$ cat config.mk
export PLATFORM = sky130hd
export DESIGN_NAME = ohz_fsm
export DESIGN_NICKNAME = d
export VERILOG_FILES = /design/src/rtl/ohz_pkg.sv /design/src/rtl/ohz_zero_detect.sv /design/src/rtl/ohz_arc_eval.sv /design/src/rtl/ohz_state_reg.sv /design/src/rtl/ohz_fsm.sv
export SDC_FILE = /design/constraint.sdc
export NUM_CORES = 1
export LEC_CHECK = 0
export BUFFER_PORTS_ARGS = -buffer_cell sky130_fd_sc_hd__buf_2
export CELL_PAD_IN_SITES_DETAIL_PLACEMENT = 0
export CELL_PAD_IN_SITES_GLOBAL_PLACEMENT = 1
export CORE_AREA = 2 2 39 41
export DETAILED_ROUTE_END_ITERATION = 8
export DIE_AREA = 0 0 41 43
export PLACE_DENSITY = 0.47
export SYNTH_ARGS = -nofsm -noshare
export SYNTH_HDL_FRONTEND = slang
export SYNTH_HIERARCHICAL = 1
export SYNTH_SLANG_ARGS = --single-unit
$ cat constraint.sdc
create_clock -name clk -period 1.53 [get_ports clk]
set_clock_uncertainty 0.2 [all_clocks]
set_input_delay 0.2295 -clock clk [delete_from_list [all_inputs] [get_ports clk]]
set_output_delay 0.2295 -clock clk [all_outputs]
set_load 0.005 [all_outputs]
$ cat src/rtl/ohz_pkg.sv
// Package ohz_pkg
// Shared sizes, state indices and arc topology of the five-state one-hot
// controller. The arc list fixes only where each arc starts and ends; the
// input condition of each arc is a parameter of the top module.
package ohz_pkg;

    localparam int N_STATES = 5;
    localparam int N_ARCS   = 12;
    localparam int COND_W   = 4;   // truth table over {s,t}, index = {s,t}

    localparam int ST_A = 0;
    localparam int ST_B = 1;
    localparam int ST_C = 2;
    localparam int ST_D = 3;
    localparam int ST_E = 4;

    // Source and destination state of every arc, arc k at position k.
    localparam int ARC_SRC [N_ARCS] = '{ST_A, ST_A, ST_B, ST_B, ST_B, ST_C,
                                        ST_C, ST_C, ST_D, ST_D, ST_E, ST_E};
    localparam int ARC_DST [N_ARCS] = '{ST_A, ST_B, ST_B, ST_C, ST_E, ST_B,
                                        ST_C, ST_E, ST_C, ST_E, ST_A, ST_D};

    typedef logic [N_STATES-1:0] state_vec_t;

endpackage

$ cat src/rtl/ohz_zero_detect.sv
// Module ohz_zero_detect
// Wide NOR across a vector: reports when no bit is set. Used to fold the
// cleared reset vector into the initial state. Assumes nothing about the
// vector's contents.
module ohz_zero_detect #(
    parameter int WIDTH = 5
) (
    input  logic [WIDTH-1:0] vec_i,
    output logic             all_zero_o
);

    // Reduce the whole vector to a single "nothing hot" flag.
    always_comb all_zero_o = ~|vec_i;

endmodule

$ cat src/rtl/ohz_arc_eval.sv
// Module ohz_arc_eval
// Next-state logic read straight off the arc list: one AND term per arc
// (source bit and input condition), ORed per destination bit. Assumes the
// effective state vector it receives is one-hot; the conditions leaving
// each state must then cover every input pair exactly once.
module ohz_arc_eval
    import ohz_pkg::*;
#(
    parameter logic [N_ARCS-1:0][COND_W-1:0] ARC_COND = '0
) (
    input  logic       clk,
    input  logic       rst_n,
    input  state_vec_t eff_state_i,
    input  logic       s_i,
    input  logic       t_i,
    output state_vec_t next_o
);

    logic [N_ARCS-1:0] arc_fire;
    logic [1:0]        in_idx;

    // Form the truth-table index from the two steering inputs.
    always_comb in_idx = {s_i, t_i};

    for (genvar k = 0; k < N_ARCS; k++) begin : g_arc
        // One product term: arc k fires when its source is hot and its condition holds.
        always_comb arc_fire[k] = eff_state_i[ARC_SRC[k]] & ARC_COND[k][in_idx];
    end

    // Collect every firing arc into the bit of its destination state.
    always_comb begin
        next_o = '0;
        for (int k = 0; k < N_ARCS; k++) begin
            if (arc_fire[k]) next_o[ARC_DST[k]] = 1'b1;
        end
    end

    // a complete, exclusive table maps one hot source to one hot destination.
    p_table_closed_r3: assert property (@(posedge clk) disable iff (!rst_n)
        $onehot(eff_state_i) |-> $onehot(next_o))
        else $error("arc table not closed for current state and inputs");

endmodule

$ cat src/rtl/ohz_state_reg.sv
// Module ohz_state_reg
// Bank of state flip-flops with a clear-only synchronous reset: no bit is
// ever preset, so the vector leaves reset as all zeros. Assumes rst_n is
// synchronous to clk.
module ohz_state_reg #(
    parameter int WIDTH = 5
) (
    input  logic             clk,
    input  logic             rst_n,
    input  logic [WIDTH-1:0] d_i,
    output logic [WIDTH-1:0] q_o
);

    // Capture the next state, or clear every bit under reset.
    always_ff @(posedge clk) begin
        if (!rst_n) q_o <= '0;
        else        q_o <= d_i;
    end

    // the register never holds more than one hot bit.
    p_at_most_one_hot_r3: assert property (@(posedge clk) disable iff (!rst_n)
        $onehot0(q_o))
        else $error("state register holds several hot bits");

endmodule

$ cat src/rtl/ohz_fsm.sv
// Module ohz_fsm (top)
// Five-state one-hot controller with clear-only reset. The all-zero vector
// is ORed into state a's bit before the arc logic, so the cleared machine
// follows state a's arcs on its first active edge. Outputs are Mealy terms
// of the real (unfolded) state, so both stay low while the vector is zero.
// Assumes the arc conditions leave each state with exactly one arc per
// input pair.
module ohz_fsm
    import ohz_pkg::*;
#(
    // Arc k condition, bit {s,t} set when the arc is taken for that input pair.
    parameter logic [N_ARCS-1:0][COND_W-1:0] ARC_COND = {
        4'b0111,   // 11: e -> d unless s&t
        4'b1000,   // 10: e -> a on s&t
        4'b0111,   //  9: d -> e unless s&t
        4'b1000,   //  8: d -> c on s&t
        4'b0001,   //  7: c -> e on !s&!t
        4'b0010,   //  6: c -> c on !s&t
        4'b1100,   //  5: c -> b on s
        4'b0001,   //  4: b -> e on !s&!t
        4'b0010,   //  3: b -> c on !s&t
        4'b1100,   //  2: b -> b on s
        4'b1100,   //  1: a -> b on s
        4'b0011    //  0: a -> a on !s
    },
    parameter logic [COND_W-1:0] P_COND  = 4'b0011,  // p in state e when !s
    parameter logic [COND_W-1:0] Q_COND  = 4'b1000,  // q in state d when s&t
    parameter int                P_STATE = ST_E,
    parameter int                Q_STATE = ST_D
) (
    input  logic                clk,
    input  logic                rst_n,
    input  logic                s_in,
    input  logic                t_in,
    output logic [N_STATES-1:0] state_o,
    output logic                p_out,
    output logic                q_out
);

    state_vec_t state_q;
    state_vec_t state_eff;
    state_vec_t state_d;
    logic       is_zero;

    ohz_zero_detect #(.WIDTH(N_STATES)) u_zero (
        .vec_i      (state_q),
        .all_zero_o (is_zero)
    );

    // Treat the empty vector as state a for next-state purposes only.
    always_comb begin
        state_eff       = state_q;
        state_eff[ST_A] = state_q[ST_A] | is_zero;
    end

    ohz_arc_eval #(.ARC_COND(ARC_COND)) u_arcs (
        .clk         (clk),
        .rst_n       (rst_n),
        .eff_state_i (state_eff),
        .s_i         (s_in),
        .t_i         (t_in),
        .next_o      (state_d)
    );

    ohz_state_reg #(.WIDTH(N_STATES)) u_reg (
        .clk   (clk),
        .rst_n (rst_n),
        .d_i   (state_d),
        .q_o   (state_q)
    );

    // Drive the Mealy outputs from the registered state and live inputs.
    always_comb begin
        state_o = state_q;
        p_out   = state_q[P_STATE] & P_COND[{s_in, t_in}];
        q_out   = state_q[Q_STATE] & Q_COND[{s_in, t_in}];
    end

    // the cleared vector is left after exactly one active edge.
    p_leave_zero_r2: assert property (@(posedge clk) disable iff (!rst_n)
        (state_q == '0) |=> $onehot(state_q))
        else $error("machine stayed outside the one-hot set");

    // state e with both inputs high returns to state a.
    p_e_returns_a_r7: assert property (@(posedge clk) disable iff (!rst_n)
        (state_q[ST_E] && s_in && t_in) |=> state_q[ST_A])
        else $error("e did not return to a");

    // p is only raised on the e-to-d arc.
    p_p_leads_to_d_r8: assert property (@(posedge clk) disable iff (!rst_n)
        p_out |=> state_q[ST_D])
        else $error("p raised outside the e-to-d arc");

    // q is only raised on the d-to-c arc.
    p_q_leads_to_c_r9: assert property (@(posedge clk) disable iff (!rst_n)
        q_out |=> state_q[ST_C])
        else $error("q raised outside the d-to-c arc");

endmodule

## Yosys cells after proc, flatten, opt, wreduce, memory -nomap -nowiden

Index checks and enable logic that the tools add are counted.

| storage, ports and cells | value |
|---|---|
| output and inout bits | 7 |
| logic and storage cells | 42 |
| register bits after elaboration | 5 |
| input bits | 4 |

| operators by class | value |
|---|---|
| multiplexer cells | 24 |
| reduce and logical (&&, ||, !) cells | 2 |
| bitwise gates (word level) | 14 |
| magnitude comparators | 1 |

Operators with widths:

| operator | number |
|---|---|
| $mux 1 | 18 |
| $and 1x1->1 | 13 |
| $bmux 1 s2 | 6 |
| $reduce_or 5->1 | 1 |
| $lt 2x3->1 const B | 1 |
| $logic_not 1->1 | 1 |
| $or 1x1->1 | 1 |

## Depth between registers and ports, before layout

| depth | value |
|---|---|
| word-level depth | 7 |
| depth in mapped cells | 6 |
| depth with buffers taken out | 6 |

## By module

The synthesis kept the hierarchy.

Modules (own cells, without submodules):

| module | cells each | area an instance (µm²) | instances | seq. area each (µm²) |
|---|---|---|---|---|
| ohz_state_reg | 10 | 131.4 | 1 | 100.1 |
| ohz_arc_eval | 10 | 66.3 | 1 | 0.0 |
| ohz_fsm | 3 | 22.5 | 1 | 0.0 |
| ohz_zero_detect | 2 | 11.3 | 1 | 0.0 |

## Worst setup path after synthesis

Ideal clock, no wire load.

| timing | value |
|---|---|
| kind | reg-to-reg |
| start | register u_reg.q_o[4] |
| end | register u_reg.q_o[1] |
| required time | 1.271 ns |
| buffers on the path | 0 |
| arrival time | 1.244 ns |
| stages on the path, launching flop included | 7 |
| setup time | 0.059 ns |
| setup slack | 0.027 ns |
| clock period less this slack | 1.503 ns |
| path through | dfxtp_1 -> or4_1 -> nor2_1 -> or2_1 -> inv_1 -> a21boi_0 -> and2_1 |

| on the way | value |
|---|---|
| word-level cells in the longest chain between the ends | 7 |

RTL lines:

| item | RTL line | source |
|---|---|---|
| start, declared | ohz_state_reg.sv:11 | `output logic [WIDTH-1:0] q_o` |
| start signal, assigned | ohz_state_reg.sv:17 | `else q_o <= d_i;` |
| $reduce_or 5->1 | ohz_zero_detect.sv:13 | `always_comb all_zero_o = ~\|vec_i;` |
| $logic_not 1->1 | ohz_zero_detect.sv:13 |  |
| net is_zero | ohz_fsm.sv:43 | `logic is_zero;` |
| $or 1x1->1 | ohz_fsm.sv:53 | `state_eff[ST_A] = state_q[ST_A] \| is_zero;` |
| net state_eff[0] | ohz_fsm.sv:41 | `state_vec_t state_eff;` |
| $and 1x1->1 | ohz_arc_eval.sv:27 | `always_comb arc_fire[k] = eff_state_i[ARC_SRC[k]] & ARC_COND[k][in_idx];` |
| $mux 1 (3 in series) | ohz_arc_eval.sv:34 | `if (arc_fire[k]) next_o[ARC_DST[k]] = 1'b1;` |
| net state_d[1] | ohz_fsm.sv:42 | `state_vec_t state_d;` |

The timed path passes the listed nets, and every way through them passes these cells.
A chain may end at the register's enable or synchronous reset.

## Worst setup path after layout

| timing | value |
|---|---|
| start | register u_reg.q_o[0] |
| end | register u_reg.q_o[1] |

The elaborated chain is that of the path after synthesis.

==> flow_metrics.py <==
metrics = {
    "grt": {
        "grtUsageTotal_pct": 8.032,
        "first_global_vias": 246,
        "antenna_found_initial": 0,
        "grt_overflow": 0,
        "grt_pass1_wl_um": 903,
        "grt_max_degree": 11,
    },
    "floorplan": {
        "placementRows": 14,
        "core-area_sq_mm": 0.001384,
        "die-area_sq_mm": 0.001763,
        "io_pins": 11,
        "initial_core_util_pct": 16.73,
        "fp.dieW_um": 41,
        "die_h_um": 43,
    },
    "sta": {
        "report.final.slew_viol_count": 0,
        "maxSlewHeadroom_pct": 85.44,
        "worst_pin_slew_ps": 216.6,
        "finalSetupTns_ps": -22.53,
        "layout_min_cycle_time_ps": 1551,
        "period_share_pct": 101.3,
        "setup_violations": 2,
        "hold_violations": 0,
        "clock.fmax_mhz": 644.9,
        "rsz0062_at_grt": "true",
        "setup_ws_ps": -20.52,
    },
    "route": {
        "drt_wl_total_um": 557,
        "drc": 0,
        "drt-initial-drc-count": 3,
        "vias": 235,
        "wl_per_cell_um": 9.441,
        "routed_via_density": 3.983,
        "final_antenna_net_count": 0,
        "firstDrtPassIters": 4,
    },
    "setup_path": {
        "worstPathArrival_ps": 1530,
        "r2r-end": "u_reg/q_o[1]",
        "crit_type": "reg2reg",
        "crit_required_ps": 1510,
        "cp_max_fo": 2,
        "r2r_cells": 6,
        "r2r_start": "u_reg/q_o[0]",
        "cp-start-kind": "flop",
        "reg2reg_setup_slack_ps": -20,
        "cp-end-kind": "flop",
    },
    "worst_hold_path": {
        "hold_depth": 2,
        "hp-start": "rst_n",
        "holdPathEnd": "u_reg/q_o[2]",
        "hold_path.class": "in2reg",
    },
    "clocking": {
        "h-tree-depth": 1,
        "clock_latency_ps": 240,
        "clk_path_buf_depth": 2,
        "cts_made_buffers": 3,
        "clock-root-buffer": "clkbuf_4",
        "clk_pin_slew_worst_paths_ps": 40,
        "cts_sinks": 5,
        "tritoncts": "done",
    },
    "logic_synthesis": {
        "synthMuxAreaShare_pct": 0,
        "synth-main-ff-cell": "dfxtp_1",
        "synth_adder_area_share_pct": 0,
        "synth_xor_area_share_pct": 0,
        "synthSimpleGateAreaFrac_pct": 34.59,
        "postSynth.asyncResetShare_pct": 0,
        "synth-edff-count": 0,
        "avgSynthCellArea_sq_um": 9.259,
        "ys.warnings.count": 6,
        "synthTopCellsByCount": "5 x and2_1, 5 x dfxtp_1, 2 x a21boi_0, 2 x nor2_1",
        "synthCells": 25,
        "yosysSeqAreaShare_pct": 43.24,
        "synth_top_area_share_pct": 43.24,
        "netlist.top_cell.by_area": "dfxtp_1",
        "syn_nets": 29,
        "synthTopCellsByArea": "dfxtp_1 43%, and2_1 14%, a21boi_0 6.5%, a21bo_2 4.3%, o311a_1 4.3%",
        "synth.ff_latch_count": 5,
        "synth_top_family_by_area": "simple AND/OR/NAND/NOR gates",
        "syn_area_sq_um": 231.5,
        "synth_compound_area_share_pct": 20.54,
        "yosysUniqueCellTypes": 15,
    },
    "pwr": {
        "internal-power_uw": 261.6,
        "pwr-share-seq_pct": 41.5,
        "p_comb_share_pct": 14.0,
        "p_switching_uw": 78.86,
        "clkPwrFrac_pct": 44.5,
        "netSwitchingFraction_pct": 23.17,
        "p_per_area_mw_per_mm2": 951.3,
        "ir_drop_mv": 0.4793,
        "leakage_uw": 0.0001916,
    },
    "cells_and_area": {
        "multiInputGateArea_sq_um": 127.6,
        "reg.largest.list": "u_reg/q_o: 5 flops",
        "postLayoutCoreUtil_pct": 25.86,
        "drive_gt1_share_pct": 46.51,
        "largest_reg_flops": 5,
        "regArea_sq_um": 100.1,
        "nFillCells": 154,
        "antenna_cells": 0,
        "nNetsFinal": 48,
        "area_growth_syn_to_layout_pct": 54.59,
        "largest-register": "u_reg/q_o",
    },
    "place": {
        "gp_congestion": 0.7290,
        "io_buffers": 10,
    },
    "run_status": {
        "violations": "setup timing",
        "status": "finished, violations left",
    },
    "job": {
        "maxCapViolations": 0,
    },
}
==> worst max-delay path by stage <==
stage	start	endpoint	slack [ps]
finish	u_reg/q_o[0]	u_reg/q_o[1]	-20
global route	u_reg/q_o[0]	u_reg/q_o[0]	-70
CTS	u_reg/q_o[0]	u_reg/q_o[1]	-20
detailed placement	u_reg/q_o[0]	u_reg/q_o[1]	-40
global placement	u_reg/q_o[0]	u_reg/q_o[0]	-30
floorplan	u_reg/q_o[4]	u_reg/q_o[1]	30
==> power by group through the flow <==
stage / sequential, uW / combinational, uW / clock (uW)
after global routing: 142 / 53.2 / 164
after detailed placement: 144 / 46.7 / 0
final: 141 / 47.6 / 151
after CTS: 141 / 48.0 / 157
after floorplan: 145 / 20.2 / 0
after global placement: 144 / 46.8 / 0
==> cell usage in the layout, fill, tap and decap left out <==
| cell type | count |
|---|---|
| buf_4 | 4 |
| clkbuf_4 | 3 |
| o311a_1 | 1 |
| clkbuf_1 | 1 |
| and2b_2 | 1 |
| and3_2 | 1 |
| a21boi_1 | 1 |
| o31ai_1 | 1 |
| or4_1 | 1 |
| inv_1 | 1 |
| a21bo_2 | 1 |
| or2_1 | 1 |
| nand3_1 | 1 |
| nand2b_1 | 1 |
| and2_1 | 5 |
| nor2_1 | 2 |
| dfxtp_1 | 5 |
| o21ai_1 | 1 |
| a21boi_0 | 1 |
| buf_2 | 10 |
==> worst max-delay path, cell delays in order (launching register included) <==
cell and delay [ps]:
dfxtp_1 300, or4_1 510, nor2_1 90, or2_1 100, inv_1 50, a21boi_1 110
and2_1 130
==> logic make-up after synthesis <==
family,after synthesis
AND/OR/NAND/NOR,13
AO/OA/AOI/OAI,6
flip-flops,5
buffers and inverters,1
==> repair_timing <==
item                       4_1_cts  5_1_grt
hold buffers                     0        0
gates resized for setup          2        0
pin swaps                        1        0
setup endpoints to repair        2        2
buffers inserted                 0        0
==> area by class of cell <==
type | instances | share of cell area (%)
sequential | 5 | 27.97
multi-input combinational | 19 | 35.66
tap | 16 | 5.594
timing repair buffer | 14 | 22.38
inverter | 1 | 1.049
clock buffer | 4 | 7.343
==> per-stage QoR <==
stage	hold WS (ps)	instance area, sq um	setup slack, ps	total power, uW	cells
after global routing	74.37	357.8	-69.98	359.3	59
after detailed placement	298.3	331.6	-44.81	190.4	55
after floorplan	151.2	231.5	27.32	164.8	25
final	46.76	357.8	-20.52	340.4	59
after global placement	295.6	331.6	-31.35	190.3	55
after CTS	51.17	357.8	-17.62	346.3	59
==> per-layer routing <==
metal  wire length (um)  share of wire (%)  vias up  GRT usage [%]
met4                  0                  0        0          4.000
met1                260                 47      104          9.003
li1                   -                  -      123              -
met5                  0                  0        -              0
met2                255                 46        8          10.63
met3                 40                7.2        0          6.283
Power figures use the tool's default switching activity.
